[config.mk]
export PLATFORM = sky130hd
export DESIGN_NAME = refresh_sched
export DESIGN_NICKNAME = d
export VERILOG_FILES = /design/src/rtl/refresh_sched_pkg.sv /design/src/rtl/rs_interval_timer.sv /design/src/rtl/rs_req_tracker.sv /design/src/rtl/refresh_sched.sv
export SDC_FILE = /design/constraint.sdc
export NUM_CORES = 1
export LEC_CHECK = 0
export BUFFER_PORTS_ARGS = -buffer_cell sky130_fd_sc_hd__buf_2
export CORE_MARGIN = 5
export CORE_UTILIZATION = 60
export CTS_BUF_LIST = sky130_fd_sc_hd__clkbuf_8
export CTS_CLUSTER_DIAMETER = 100
export DETAILED_ROUTE_END_ITERATION = 10
export HOLD_SLACK_MARGIN = 0.05
export PLACE_DENSITY_LB_ADDON = 0.3
export SYNTH_ARGS = -nofsm -noshare
export SYNTH_HDL_FRONTEND = slang
export SYNTH_SLANG_ARGS = --single-unit
[constraint.sdc]
create_clock -name clk -period 2.3 [get_ports clk]
set_clock_uncertainty 0.05 [all_clocks]
set_input_delay 0.69 -clock clk [delete_from_list [all_inputs] [get_ports clk]]
set_output_delay 0.69 -clock clk [all_outputs]
set_load 0.02 [all_outputs]
[src/rtl/refresh_sched_pkg.sv]
package refresh_sched_pkg;

  // Expiry: the last count value of a nonzero period.
  function automatic logic period_done(input int unsigned cnt, input int unsigned lim);
    return (lim != 0) && ((cnt + 1) == lim);
  endfunction

  // Owed-refresh flag for the next cycle.
  function automatic logic owed_next(input logic expire, input logic owed, input logic taken);
    return expire | (owed & ~taken);
  endfunction

  // Missed-refresh flag for the next cycle: a new miss wins over a clear.
  function automatic logic lost_next(input logic expire, input logic owed, input logic taken,
                                     input logic lost, input logic clr);
    return (expire & owed & ~taken) | (lost & ~clr);
  endfunction

endpackage

[src/rtl/rs_interval_timer.sv]
module rs_interval_timer #(
  parameter int CNT_W = 10
) (
  input  logic             clk,
  input  logic             rst_n,
  input  logic [CNT_W-1:0] interval_i,
  output logic             expire_o,
  output logic [CNT_W-1:0] cnt_o,
  output logic [CNT_W-1:0] lim_o
);
  import refresh_sched_pkg::*;

  logic [CNT_W-1:0] cnt_q;
  logic [CNT_W-1:0] lim_q;
  logic             idle;

  assign idle     = (lim_q == '0);
  assign expire_o = period_done(32'(cnt_q), 32'(lim_q));

  // The period is sampled only when idle or at a restart.
  always_ff @(posedge clk) begin
    if (!rst_n) begin
      cnt_q <= '0;
      lim_q <= '0;
    end else if (idle || expire_o) begin
      cnt_q <= '0;
      lim_q <= interval_i;
    end else begin
      cnt_q <= cnt_q + 1'b1;
    end
  end

  assign cnt_o = cnt_q;
  assign lim_o = lim_q;
endmodule

[src/rtl/rs_req_tracker.sv]
module rs_req_tracker (
  input  logic clk,
  input  logic rst_n,
  input  logic expire_i,
  input  logic busy_i,
  input  logic ack_i,
  input  logic clr_i,
  output logic req_o,
  output logic lost_o,
  output logic taken_o
);
  import refresh_sched_pkg::*;

  logic owed_q;
  logic lost_q;

  // Deferral: an owed refresh is only offered while no access runs.
  assign req_o   = owed_q & ~busy_i;
  assign taken_o = ack_i & req_o;

  always_ff @(posedge clk) begin
    if (!rst_n) begin
      owed_q <= 1'b0;
      lost_q <= 1'b0;
    end else begin
      owed_q <= owed_next(expire_i, owed_q, taken_o);
      lost_q <= lost_next(expire_i, owed_q, taken_o, lost_q, clr_i);
    end
  end

  assign lost_o = lost_q;
endmodule

[src/rtl/refresh_sched.sv]
module refresh_sched #(
  parameter int CNT_W = 10
) (
  input  logic             clk,
  input  logic             rst_n,
  input  logic [CNT_W-1:0] interval_i,
  input  logic             busy_i,
  input  logic             ack_i,
  input  logic             clr_miss_i,
  output logic             req_o,
  output logic             miss_o
);
  // Named internal events for the bound checker.
  logic             tick_w;
  logic             take_w;
  logic [CNT_W-1:0] cnt_w;
  logic [CNT_W-1:0] lim_w;

  rs_interval_timer #(.CNT_W(CNT_W)) u_timer (
    .clk        (clk),
    .rst_n      (rst_n),
    .interval_i (interval_i),
    .expire_o   (tick_w),
    .cnt_o      (cnt_w),
    .lim_o      (lim_w)
  );

  rs_req_tracker u_track (
    .clk      (clk),
    .rst_n    (rst_n),
    .expire_i (tick_w),
    .busy_i   (busy_i),
    .ack_i    (ack_i),
    .clr_i    (clr_miss_i),
    .req_o    (req_o),
    .lost_o   (miss_o),
    .taken_o  (take_w)
  );
endmodule

==> results of run 1 <==
==> what timing repair did <==
| action | in CTS | in global routing |
|---|---|---|
| endpoints found under the hold margin | 0 | 0 |
| endpoints found under the setup margin | 0 | 20 |
| setup buffers | 0 | 1 |
| hold buffers | 0 | 0 |
| gates resized for setup | 0 | 3 |
==> area by class of cell <==
type / count / area (sq um) / share of cell area [%]
sequential: 22 / 440 / 28.4
tap: 28 / 35.0 / 2.26
timing repair buffer: 23 / 133 / 8.56
inverter: 1 / 3.75 / 0.242
clock buffer: 4 / 55.1 / 3.55
multi-input combinational: 125 / 883 / 57.0
==> Yosys cell counts (2+ instances only) <==
library cell   n
nor2_1        12
clkbuf_1       5
and4_1         2
nand3_1       25
a211oi_1       3
nand3b_1      10
buf_2          8
o211ai_1       2
a21oi_1        2
dfxtp_1       22
nand4_1       23
buf_6          2
xor3_1         2
nand2_1        6
nand2b_1       2
and3_1         3
nor2b_1        4
or4_1          2
xnor2_1        7
nor4_2         2
xor2_1         4
nor3_2         2
xnor3_1        2
==> power breakdown <==
group / internal (mW) / switching (mW)
clock: 0.153 / 0.129
combinational: 0.531 / 0.576
sequential: 0.501 / 0.142
==> per-stage QoR <==
stage | hold WS (ns) | worst slack, ns
4_1_cts | 0.453 | 0.0674
2_1_floorplan | 0.410 | 0.315
3_5_place_dp | 0.440 | 0.107
6_report | 0.443 | 0.168
5_1_grt | 0.498 | 0.0261
3_3_place_gp | 0.417 | 0.193
==> path summary, 6_finish.rpt <==
kind / end / startpoint / cells past startpoint
setup reg to reg: u_timer.cnt_o[5] / u_timer.cnt_o[1] / 8
setup / recovery: u_timer.cnt_o[5] / u_timer.cnt_o[1] / 8
hold reg to reg: u_track.lost_o / u_track.lost_o / 2
hold / removal: u_track.lost_o / u_track.lost_o / 2
==> worst reg2reg max path, cell delays in order (launching register included) <==
cell and delay (ns):
dfxtp_1 0.37, ha_2 0.25, and4_1 0.30, a211oi_1 0.13, nor4_4 0.30, nor3_2 0.06
buf_4 0.16, a21bo_1 0.30, nor2_1 0.14
==> per-layer routing <==
metal	track usage [%]	wire length, um
met5	0	0
met4	6.95	45
met3	3.07	166
met2	31.7	1490
met1	24.6	1380
==> cells by family after synthesis <==
family	Yosys count	synth area share, %
AO/OA/AOI/OAI	12	6.50
XOR/XNOR	15	13.4
adder cells (fa/ha/maj)	1	0.890
buffers and inverters	18	6.95
flip-flops	22	31.3
AND/OR/NAND/NOR	97	40.9
==> flip-flops by register name, summed over array words and instances, names as in the netlist <==
| signal | cells |
|---|---|
| u_timer.cnt_o | 10 |
| u_timer.lim_o | 10 |
| u_track.lost_o | 1 |
| u_track.owed_q | 1 |
==> out/summary.json, run 1 <==
{
  "status": "finished clean",
  "timing.critical_path.required_ns": 2.46,
  "dominant_cell_type_by_area_after_synthesis": "dfxtp_1",
  "areaGrowthSynthToFinish_pct": 10.3,
  "synth.net_count": 181,
  "clock_tree.htree_level_count": 1,
  "r2r_setup_slack_ns": 0.17,
  "via_count_of_the_first_global_routing_pass": 1177,
  "fp.dieArea_sq_um": 3410,
  "final.period_utilization_pct": 92.7,
  "fin_util_pct": 69.4,
  "sum_of_overflow_across_all_layers_after_global_routing": 0,
  "clock_pin_slew_reported_for_the_worst_setup_and_hold_paths_after_clock_tree_synthesis_ns": 0.08,
  "timing_worst_setup_path_type": "reg2reg",
  "drt_first_iter_violations": 99,
  "dp_hpwl_um": 2190,
  "tritoncts.num_buffers": 3,
  "post_synth.cell_area_avg_sq_um": 8.52,
  "horizontal_extent_of_the_die_um": 58.4,
  "period_needed_ns": 2.13,
  "port-buffer-count": 16,
  "ant_nets": 0,
  "cp_cell_sequence": "ha_2 > and4_1 > a211oi_1 > nor4_4 > nor3_2 > buf_4 > a21bo_1 > nor2_1",
  "dp_cells": 198,
  "peakVddDrop_v": 0.000953,
  "setup_viol_count_final": 0,
  "critical_path_fanouts_max": 9,
  "drcViolationCount": 0,
  "dr_total_vias": 1282,
  "worstHoldPathType": "reg2reg",
  "drv.max_cap_violation_count": 0,
  "finalMaxSlewViolations": 0,
  "ys_seq_area_share_pct": 31.3,
  "ios": 17,
  "max_slew_margin_pct": 75.2,
  "grt_max_degree": 43,
  "placed_standard_cell_area_sq_um": 1470,
  "clock-sinks": 22,
  "core_region_area_sq_um": 2230,
  "most_used_cells_in_the_layout_excluding_fill_and_tap_cells": "nand3_1, nand4_1, dfxtp_1",
  "synthDominantCellAreaShare_pct": 31.3,
  "critical_path.slowest_cell": "dfxtp_1",
  "finalHoldViolations": 0,
  "synthCells": 165,
  "initial_utilization_pct": 62.9,
  "final.fill_count": 186,
  "final_layout_size_suffix_gt1_share_pct": 18.9,
  "synth-seq-cells": 22,
  "fin_setup_tns_ns": 0,
  "setup.worst_path.end_class": "flop",
  "wl_um": 3090,
  "max_clock_freq_mhz": 469,
  "gp_congestion": 0.847,
  "arrival_worst_endpoint_ns": 2.29,
  "floorplan.die.height_um": 58.4,
  "total_power_mw": 2.03,
  "critPathLaunchType": "flop",
  "ys_dominant_reg_cell": "dfxtp_1",
  "fin_cells": 203,
  "async_reset_ff_share_pct": 0,
  "grt_pass1_wl_um": 5130,
  "viasPerCell": 6.32,
  "critical_path_buf_inv_count": 1,
  "total_leakage_power_nw": 0.583,
  "insertion_delay_to_the_later_sink_of_the_worst_skew_pair_ns": 0.27,
  "antenna_cells_inserted": 0,
  "num-nets-final": 192,
  "cts.path.max_buffers": 2,
  "gr-usage-all-layers_pct": 19.0,
  "warning_count_from_the_yosys_run": 0,
  "most_common_cell_after_layout_fill_and_taps_aside": "nand3_1",
  "antenna_violations_before_repair": 0,
  "timing.critical_path.max_delay_family": "simple AND/OR/NAND/NOR gates",
  "max_slew.worst_pin.slew_ns": 0.369,
  "synth_enable_flop_cells": 0,
  "detail_route.first_pass.iterations": 4,
  "synth_area_sq_um": 1410,
  "worst_path_largest_cell_delay_ns": 0.37,
  "final_cell_area_sq_um": 1550,
  "yosys.cell_types.count": 36,
  "cts_tree": "built",
  "total_power_divided_by_cell_area_nw_per_um2": 1310,
  "num_rows": 17,
  "cell_types_occupying_the_most_area_after_synthesis": "dfxtp_1, nand4_1, nand3_1",
  "average_wire_length_per_cell_after_detail_routing_um": 15.2,
  "cts.root.buffer_cell": "clkbuf_8",
  "grt_setup_unrepaired": "false"
}
No activity file was read; power rests on OpenSTA's default activity.
==> inputs of run 2 (changes only) <==
Settings changed: CORE_UTILIZATION 60 to 57, CTS_BUF_LIST sky130_fd_sc_hd__clkbuf_8 to sky130_fd_sc_hd__clkbuf_16, SETUP_SLACK_MARGIN set to 0.1.
==> run 2 against run 1 <==
Cell count up 0.49%; worst hold slack lost 0.0019 ns; highest routed layer unchanged; via count fell by 0.70%.
==> out/summary.json, run 2 (synthesis gave the netlist of run 1 again) <==
{
  "status": "finished clean",
  "max_clock_freq_mhz": 462,
  "drt_first_iter_violations": 71,
  "gr-usage-all-layers_pct": 19.2,
  "core_region_area_sq_um": 2410,
  "drv.max_cap_violation_count": 0,
  "final.period_utilization_pct": 94.1,
  "viasPerCell": 6.24,
  "setup_viol_count_final": 0,
  "clock_tree.htree_level_count": 1,
  "p_sw_share_pct": 40.3,
  "critical_path_fanouts_max": 9,
  "worst_path_largest_cell_delay_ns": 0.34,
  "areaGrowthSynthToFinish_pct": 13.4,
  "grt_pass1_wl_um": 5170,
  "cts.root.buffer_cell": "clkbuf_16",
  "power.share.clock_pct": 17.3,
  "fin_util_pct": 66.1,
  "timing_worst_setup_path_type": "reg2reg",
  "share_comb_of_total_power_pct": 51.9,
  "critical_path.slowest_cell": "dfxtp_2",
  "dr_total_vias": 1273,
  "total_leakage_power_nw": 0.592,
  "finalWorstSetupSlack_ns": 0.136,
  "detail_route.first_pass.iterations": 4,
  "fp.dieArea_sq_um": 3560,
  "port-buffer-count": 16,
  "fin_setup_tns_ns": 0,
  "internal_cell_power_mw": 1.27,
  "setup.worst_path.end_class": "flop",
  "via_count_of_the_first_global_routing_pass": 1191,
  "wl_um": 3150,
  "arrival_worst_endpoint_ns": 2.25,
  "final_layout_size_suffix_gt1_share_pct": 21.8,
  "most_common_cell_after_layout_fill_and_taps_aside": "nand3_1",
  "p_seq_share_pct": 30.8,
  "clock_pin_slew_reported_for_the_worst_setup_and_hold_paths_after_clock_tree_synthesis_ns": 0.06,
  "period_needed_ns": 2.16,
  "total_switching_power_mw": 0.861,
  "peakVddDrop_v": 0.00121,
  "cp_cell_sequence": "ha_4 > and4_2 > and4b_2 > nor4_4 > nor3_2 > buf_4 > buf_4 > nand4_1 > nand4_1",
  "average_wire_length_per_cell_after_detail_routing_um": 15.4,
  "ant_nets": 0,
  "most_used_cells_in_the_layout_excluding_fill_and_tap_cells": "nand3_1, nand4_1, dfxtp_1",
  "finalHoldViolations": 0,
  "drcViolationCount": 0,
  "cts_tree": "built",
  "grt_setup_unrepaired": "false",
  "initial_utilization_pct": 58.3,
  "timing.critical_path.required_ns": 2.38,
  "tritoncts.num_buffers": 3,
  "floorplan.die.height_um": 59.7,
  "dp_hpwl_um": 2240,
  "sum_of_overflow_across_all_layers_after_global_routing": 0,
  "insertion_delay_to_the_later_sink_of_the_worst_skew_pair_ns": 0.26,
  "max_slew_margin_pct": 76.2,
  "hold_fix_buffers_cts": 0,
  "total_power_divided_by_cell_area_nw_per_um2": 1340,
  "clock-sinks": 22,
  "max_slew.worst_pin.slew_ns": 0.357,
  "grt_max_degree": 43,
  "critPathLaunchType": "flop",
  "ios": 17,
  "worstHoldPathType": "reg2reg",
  "finalMaxSlewViolations": 0,
  "antenna_violations_before_repair": 0,
  "gp_congestion": 0.792,
  "dp_cells": 200,
  "horizontal_extent_of_the_die_um": 59.7,
  "detailedPlace.worstSlack_ns": 0.0738,
  "num-nets-final": 192,
  "cts.path.max_buffers": 2,
  "num_rows": 18,
  "fin_cells": 204,
  "antenna_cells_inserted": 0
}
==> run 2: layer usage <==
layer	share of wire, %	global-route usage, %	wire [um]
met5	0	0	0
met2	49	30.6	1540
met4	3.1	8.86	97
met3	5.5	4.75	173
met1	43	24.2	1340
==> run 2: through the flow <==
| step | instance area [sq um] | hold WS (ns) | power, mW |
|---|---|---|---|
| 2_1_floorplan | 1410 | 0.410 | 1.47 |
| 3_3_place_gp | 1470 | 0.416 | 1.65 |
| 3_5_place_dp | 1470 | 0.439 | 1.69 |
| 4_1_cts | 1550 | 0.450 | 2.08 |
| 5_1_grt | 1590 | 0.474 | 2.27 |
| 6_report | 1590 | 0.442 | 2.13 |
==> run 2: layout make-up <==
class	instances	area (sq um)
Clock buffer	3	75.1
Inverter	1	3.75
Fill cell	199	817
Multi-Input combinational cell	125	901
Tap cell	30	37.5
Timing Repair Buffer	23	133
Sequential cell	22	443
==> run 2: worst paths after layout <==
path | startpoint | slack, ns | to | cells past startpoint
worst min-delay path | u_track.lost_o | 0.44 | u_track.lost_o | 2
worst max-delay path | u_timer.cnt_o[1] | 0.14 | u_timer.lim_o[8] | 9
worst min register to register | u_track.lost_o | 0.44 | u_track.lost_o | 2
worst max register to register | u_timer.cnt_o[1] | 0.14 | u_timer.lim_o[8] | 9
==> run 2: power groups by stage <==
| stage | sequential (mW) | clock, mW | combinational [mW] |
|---|---|---|---|
| after floorplan | 0.607 | 0 | 0.859 |
| after global placement | 0.644 | 0 | 1.00 |
| after detailed placement | 0.654 | 0 | 1.03 |
| after CTS | 0.645 | 0.378 | 1.05 |
| after global routing | 0.673 | 0.393 | 1.21 |
| final | 0.657 | 0.368 | 1.11 |
==> run 2: repair_timing <==
action | 4_1_cts | 5_1_grt
pin swaps | 0 | 3
setup buffers | 0 | 1
gates resized for setup | 2 | 8
setup endpoints to repair | 16 | 21
endpoints found under the hold margin | 0 | 0
==> run 2: worst max-delay path, delay by kind of cell, from the launching register on <==
kind / cells / cell delay, ns
flip-flops: 1 / 0.34
AND/OR/NAND/NOR: 6 / 1.14
buffers and inverters: 2 / 0.32
adder cells (fa/ha/maj): 1 / 0.18
